File: src/rtl/smm_ind_pkg.sv
package smm_ind_pkg;

    localparam int CFG_W = 3;

    typedef enum logic {
        MODE_COMPAT = 1'b0,
        MODE_ENH    = 1'b1
    } smm_mode_e;

    // bit 2 mode, bit 1 region access, bit 0 enable
    typedef struct packed {
        smm_mode_e mode;
        logic      acc_en;
        logic      en;
    } smm_cfg_t;

    typedef struct packed {
        logic smm_mem;
        logic wb;
        logic inq;
        logic mio;
        logic wr;
    } bus_cyc_t;

    localparam bus_cyc_t CYC_IDLE = '{smm_mem: 1'b0, wb: 1'b0, inq: 1'b0,
                                      mio: 1'b0, wr: 1'b0};

    function automatic logic is_snoop_wb(input bus_cyc_t c);
        return c.wb & c.inq;
    endfunction

    function automatic logic smm_target(input bus_cyc_t c, input logic valid);
        return valid & c.smm_mem;
    endfunction

endpackage

File: src/rtl/smm_cfg_reg.sv
module smm_cfg_reg
    import smm_ind_pkg::*;
(
    input  logic                clk,
    input  logic                rst,
    input  logic                cfg_we,
    input  logic [CFG_W-1:0]    cfg_wdata,
    input  logic                cyc_start,
    output smm_cfg_t            cfg_q,
    output smm_mode_e           mode_act
);
    always_ff @(posedge clk) begin
        if (rst) begin
            cfg_q <= '{mode: MODE_COMPAT, acc_en: 1'b0, en: 1'b0};
        end else if (cfg_we) begin
            cfg_q <= smm_cfg_t'(cfg_wdata);
        end
    end

    // the mode in force only moves on a bus-cycle boundary
    always_ff @(posedge clk) begin
        if (rst) begin
            mode_act <= MODE_COMPAT;
        end else if (cyc_start) begin
            mode_act <= cfg_q.mode;
        end
    end
endmodule

File: src/rtl/smm_state_trk.sv
module smm_state_trk #(
    parameter int SYNC_STAGES = 2
) (
    input  logic clk,
    input  logic rst,
    input  logic en,
    input  logic smi_req,
    input  logic smint_stb,
    input  logic rsm_stb,
    output logic smi_seen,
    output logic in_smm
);
    generate
        if (SYNC_STAGES == 0) begin : g_nosync
            assign smi_seen = smi_req;
        end else begin : g_sync
            logic [SYNC_STAGES-1:0] chain;
            always_ff @(posedge clk) begin
                if (rst) begin
                    chain <= '0;
                end else begin
                    chain <= {chain[SYNC_STAGES-2 >= 0 ? SYNC_STAGES-2 : 0 : 0], smi_req};
                end
            end
            assign smi_seen = chain[SYNC_STAGES-1];
        end
    endgenerate

    logic enter;
    assign enter = en & ~in_smm & (smi_seen | smint_stb);

    always_ff @(posedge clk) begin
        if (rst || !en) begin
            in_smm <= 1'b0;
        end else if (enter) begin
            in_smm <= 1'b1;
        end else if (in_smm && rsm_stb) begin
            in_smm <= 1'b0;
        end
    end
endmodule

File: src/rtl/smm_cyc_qual.sv
module smm_cyc_qual
    import smm_ind_pkg::*;
(
    input  logic     clk,
    input  logic     rst,
    input  logic     cyc_start,
    input  bus_cyc_t cyc_in,
    input  logic     act_now,
    output bus_cyc_t cur,
    output logic     cur_valid,
    output logic     wb_hold
);
    always_ff @(posedge clk) begin
        if (rst) begin
            cur       <= CYC_IDLE;
            cur_valid <= 1'b0;
            wb_hold   <= 1'b0;
        end else if (cyc_start) begin
            cur       <= cyc_in;
            cur_valid <= 1'b1;
            wb_hold   <= is_snoop_wb(cyc_in) & act_now;
        end
    end
endmodule

File: src/rtl/smm_pin_drv.sv
module smm_pin_drv
    import smm_ind_pkg::*;
(
    input  smm_cfg_t  cfg_q,
    input  smm_mode_e mode_act,
    input  logic      in_smm,
    input  bus_cyc_t  cur,
    input  logic      cur_valid,
    input  logic      wb_hold,
    input  logic      hold_ack,
    output logic      act,
    output logic      smi_act_n,
    output logic      smi_act_oe
);
    logic act_compat;
    logic act_enh;

    always_comb begin
        act_enh    = smm_target(cur, cur_valid);
        act_compat = in_smm
                   | (cfg_q.acc_en & smm_target(cur, cur_valid))
                   | (cur_valid & wb_hold);
        act        = cfg_q.en & ((mode_act == MODE_ENH) ? act_enh : act_compat);
        smi_act_n  = ~act;
        smi_act_oe = ~(hold_ack & cfg_q.en & (mode_act == MODE_ENH) & act_enh);
    end
endmodule

File: src/rtl/smm_ind_ctrl.sv
module smm_ind_ctrl
    import smm_ind_pkg::*;
#(
    parameter int SYNC_STAGES = 2
) (
    input  logic             clk,
    input  logic             rst,
    input  logic             cfg_we,
    input  logic [CFG_W-1:0] cfg_wdata,
    input  logic             smi_req,
    input  logic             smint_stb,
    input  logic             rsm_stb,
    input  logic             cyc_start,
    input  logic             cyc_smm_mem,
    input  logic             cyc_wb,
    input  logic             cyc_inq,
    input  logic             cyc_mio,
    input  logic             cyc_wr,
    input  logic             hold_ack,
    output logic             smi_act_n,
    output logic             smi_act_oe,
    output logic             mio_o,
    output logic             wr_o
);
    smm_cfg_t  cfg_q;
    smm_mode_e mode_act;
    bus_cyc_t  cyc_in;
    bus_cyc_t  cur;
    logic      cur_valid;
    logic      wb_hold;
    logic      in_smm;
    logic      smi_seen;
    logic      act;
    logic      cfg_en;
    logic      mode_enh;

    assign cyc_in   = '{smm_mem: cyc_smm_mem, wb: cyc_wb, inq: cyc_inq,
                        mio: cyc_mio, wr: cyc_wr};
    assign cfg_en   = cfg_q.en;
    assign mode_enh = (mode_act == MODE_ENH);

    smm_cfg_reg u_cfg (
        .clk       (clk),
        .rst       (rst),
        .cfg_we    (cfg_we),
        .cfg_wdata (cfg_wdata),
        .cyc_start (cyc_start),
        .cfg_q     (cfg_q),
        .mode_act  (mode_act)
    );

    smm_state_trk #(.SYNC_STAGES(SYNC_STAGES)) u_trk (
        .clk       (clk),
        .rst       (rst),
        .en        (cfg_q.en),
        .smi_req   (smi_req),
        .smint_stb (smint_stb),
        .rsm_stb   (rsm_stb),
        .smi_seen  (smi_seen),
        .in_smm    (in_smm)
    );

    smm_cyc_qual u_qual (
        .clk       (clk),
        .rst       (rst),
        .cyc_start (cyc_start),
        .cyc_in    (cyc_in),
        .act_now   (act),
        .cur       (cur),
        .cur_valid (cur_valid),
        .wb_hold   (wb_hold)
    );

    smm_pin_drv u_drv (
        .cfg_q      (cfg_q),
        .mode_act   (mode_act),
        .in_smm     (in_smm),
        .cur        (cur),
        .cur_valid  (cur_valid),
        .wb_hold    (wb_hold),
        .hold_ack   (hold_ack),
        .act        (act),
        .smi_act_n  (smi_act_n),
        .smi_act_oe (smi_act_oe)
    );

    assign mio_o = cur.mio;
    assign wr_o  = cur.wr;
endmodule

File: config.mk
export PLATFORM = sky130hd
export DESIGN_NAME = smm_ind_ctrl
export DESIGN_NICKNAME = d
export VERILOG_FILES = /design/src/rtl/smm_ind_pkg.sv /design/src/rtl/smm_cfg_reg.sv /design/src/rtl/smm_state_trk.sv /design/src/rtl/smm_cyc_qual.sv /design/src/rtl/smm_pin_drv.sv /design/src/rtl/smm_ind_ctrl.sv
export SDC_FILE = /design/constraint.sdc
export NUM_CORES = 1
export LEC_CHECK = 0
export ABC_AREA = 1
export BUFFER_PORTS_ARGS = -buffer_cell sky130_fd_sc_hd__buf_2
export CAP_MARGIN = 0
export CORE_ASPECT_RATIO = 0.8
export CORE_MARGIN = 8
export CORE_UTILIZATION = 35
export CTS_BUF_LIST = sky130_fd_sc_hd__clkbuf_8
export DETAILED_ROUTE_END_ITERATION = 6
export SLEW_MARGIN = 30
export SYNTH_ARGS = -nofsm -noshare
export SYNTH_HDL_FRONTEND = slang
export SYNTH_HIERARCHICAL = 1
export SYNTH_SLANG_ARGS = --single-unit
File: constraint.sdc
create_clock -name clk -period 2.5 [get_ports clk]
set_clock_uncertainty 0.05 [all_clocks]
set_input_delay 0.5 -clock clk [delete_from_list [all_inputs] [get_ports clk]]
set_output_delay 0.5 -clock clk [all_outputs]
set_load 0.02 [all_outputs]
==> impl_results.md <==
- Type of the worst min-delay path: flip-flop to flip-flop
- Antenna cell count: 0
- Layout Utilization: 49.3%
- Synthesized instance count: 80
- Share of total power in combinational logic: 10.0%
- Die Y-Extent: 50.8 µm
- Die width: 59.5 µm
- Post-detailed-placement half-perimeter wirelength: 835 µm
- Routed wire length: approximately 1000 µm
- Antenna Violating Nets Remaining: 0
- Part of the cycle the worst path needs: 62.6%
- Count of input and output buffers: 19
- Final count of negative-setup-slack endpoints: 0
- Global-route wire length before repair: 1700 µm
- Reg2Reg Setup Slack: ~1.5 ns
- Number of antenna violations at the first check in global routing: 0
- Largest net degree at the start of global routing: 10
- Leakage power of the design: 0.371 nW
- DR pass1 iterations: 4
- Post-synthesis average cell area: 6.63 µm²
- Worst r2r path cells: 8
- PD cells: 662 nW/µm²
- Sequential Area: 240 µm²
- DRC marker count from the first detailed-route iteration: 5
- Clock network power share: 44.9%
- NumNets Final: 119
- Net switching component of the power: 0.0000998 W
- Die ar.: a little over 3000 µm²
- Largest buffer count on any clock path: 2
- Cells traversed along the worst timing path: inv_1 -> nand2_1 -> nand2_1 -> nand2_1 -> nand2_1 -> buf_2
- Worst-skew pair later-pin latency: 0.23 ns
- Cell repeated most along the worst path: nand2_1
- Worst slew margin relative to its limit: 86.9%
- Outcome: finished clean
- Number of global-route vias before repair: between 400 and 500
- Clock net sink count: 12
- Effective utilization at floorplan: between 30% and 40%
- Kind of capture point of the worst setup path: output port
- Placeable core region: 1410 µm²
- Data required, critical path: 1.95 ns
- Cell at the root of the clock tree: clkbuf_8
- CP Buf/Inv Count: 2
- Worst IR drop on VDD: 0.000437 V
- Worst-path fanout max: 3
- Final weighted congestion in routability-driven placement: 0.735
- Sum of negative setup slack: 0 ns
- Fraction of layout cells with a size suffix above 1: 29.4%
- Terminus of the critical flop-to-flop path: u_qual/wb_hold$_SDFFE_PP0P_
- Filler instances: about 170
- CTS H-tree lvls: 1
- Hold endpoint: u_trk/g_sync.chain[1]$_SDFF_PP0_
- Number of buffers inserted during clock tree synthesis: 3
- Net count after synthesis: 96
- Category of the critical setup timing path: flip-flop to output port
- Top-level port count: 20
- Unrepaired setup endpoints after global routing: false
- Hold path startpoint: u_trk/g_sync.chain[0]$_SDFF_PP0_
- Sequential group share of total power: 45.1%
- MaxCap Viol Count: 0
- Final-report hold violation count: 0
- Count of synthesis-stage warnings from yosys: 6
- Type of origin of the critical path: flip-flop
- Post-CTS Setup Inserts: 0
- Num rows: 12
- DR DRC count: 0
- Data arrival at the endpoint of the critical path: 1.02 ns
- Delay of the slowest cell on the worst path: 0.35 ns
- Clock transition at the register clock pins on the worst setup and hold paths after CTS: about 0.05 ns
- Post-CTS resize count: 0
- Total global routing track utilization: under 10%
- Actual slew at the worst max-slew pin: slightly below 0.2 ns
- Remaining global-route overflow: 0
- Number of slew-limit violations in the final report: 0
- Area of the mapped netlist: approximately 530 µm²
- Start of the worst register-to-register path: u_qual/cur_valid$_SDFFE_PP0P_
- Post-DR vias/cell: 3.89
- Cells on Worst Hold Path: 2
- Proportion of total power due to net switching: between 20 and 25%
- Fmax achieved: 639 MHz
- Largest delay contributor family on the critical path: flip-flops
- Area growth from synthesis to layout: 31.1%
- Hold-fix buffers, CTS: 0
- Clock tree from TritonCTS: done
- Time the final worst path needs with I/O delays and setup: approximately 1.6 ns
- Library cell contributing the largest single delay on the critical path: dfxtp_1
- Via total after detailed routing: 478
- Area occupied by multi-input gates: 215 µm²
- Detail-routed net length per standard cell: 8.20 µm
- Design internal power: 0.000361 W
==> cells in the final DEF (no fill, tap or decap) <==
| cell type | instances |
|---|---|
| nor2_2 | 1 |
| a21oi_2 | 1 |
| clkbuf_8 | 4 |
| nor2_1 | 17 |
| nand2_4 | 1 |
| nand4_1 | 1 |
| nand2_1 | 23 |
| a21oi_1 | 3 |
| inv_1 | 15 |
| inv_2 | 2 |
| buf_2 | 19 |
| dfxtp_1 | 12 |
| nand3_1 | 1 |
| nand2_2 | 2 |
==> flip-flops by register name (all words and copies together), names as in the netlist <==
signal / flops
u_trk/g_sync.chain: 2
u_cfg/cfg_q: 3
u_qual/cur_valid: 1
u_cfg/mode_act: 1
u_qual/cur: 3
u_trk/in_smm: 1
u_qual/wb_hold: 1
==> cell type report <==
type	count	share of cell area, %
clock buffer	4	7.91
timing repair buffer	19	13.7
sequential	12	34.5
tap	21	3.78
multi-input combinational	50	30.9
inverter	17	9.17
==> power by group through the flow <==
stage | Sequential [W] | Clock [W] | Combinational (W)
after floorplan | 0.000213 | 0 | 0.0000263
after global placement | 0.000212 | 0 | 0.0000463
after detailed placement | 0.000212 | 0 | 0.0000469
after CTS | 0.000208 | 0.000213 | 0.0000471
after global routing | 0.000209 | 0.000221 | 0.0000535
final | 0.000208 | 0.000207 | 0.0000462
==> how the worst max path moves through the flow <==
stage | start | to | depth (start not counted)
6_report | u_trk/in_smm$_SDFFE_PP0P_ | smi_act_n | 6
5_1_grt | u_trk/in_smm$_SDFFE_PP0P_ | smi_act_n | 6
4_1_cts | u_qual/cur_valid$_SDFFE_PP0P_ | smi_act_n | 6
3_5_place_dp | hold_ack | smi_act_oe | 3
3_3_place_gp | hold_ack | smi_act_oe | 3
2_1_floorplan | hold_ack | smi_act_oe | 1
==> per-layer routing <==
layer	GRT usage, %	vias to the layer above	share of wire [%]
met5	0	-	0
met4	3.56	0	0
met3	2.74	0	4.8
met2	8.78	8	42
met1	10.3	195	53
li1	-	275	-
==> per-stage QoR <==
step                setup WS (ns)  hold WS [ns]  cell area (µm²)  power (W)  cells
CTS                         0.921         0.358              696   0.000468    123
detailed placement           1.11         0.350              641   0.000259    119
finish                      0.934         0.355              696   0.000461    123
floorplan                    1.23         0.338              531   0.000239     80
global placement             1.13         0.339              641   0.000258    119
global route                0.853         0.364              696   0.000483    123
==> worst register-to-register path: cells and delay by family, from the launching register on <==
family / cells / cell delay, ns
AND/OR/NAND/NOR: 6 / 0.38
flip-flops: 1 / 0.35
AO/OA/AOI/OAI: 1 / 0.12
buffers and inverters: 1 / 0.06
Power figures use the tool's default switching activity.
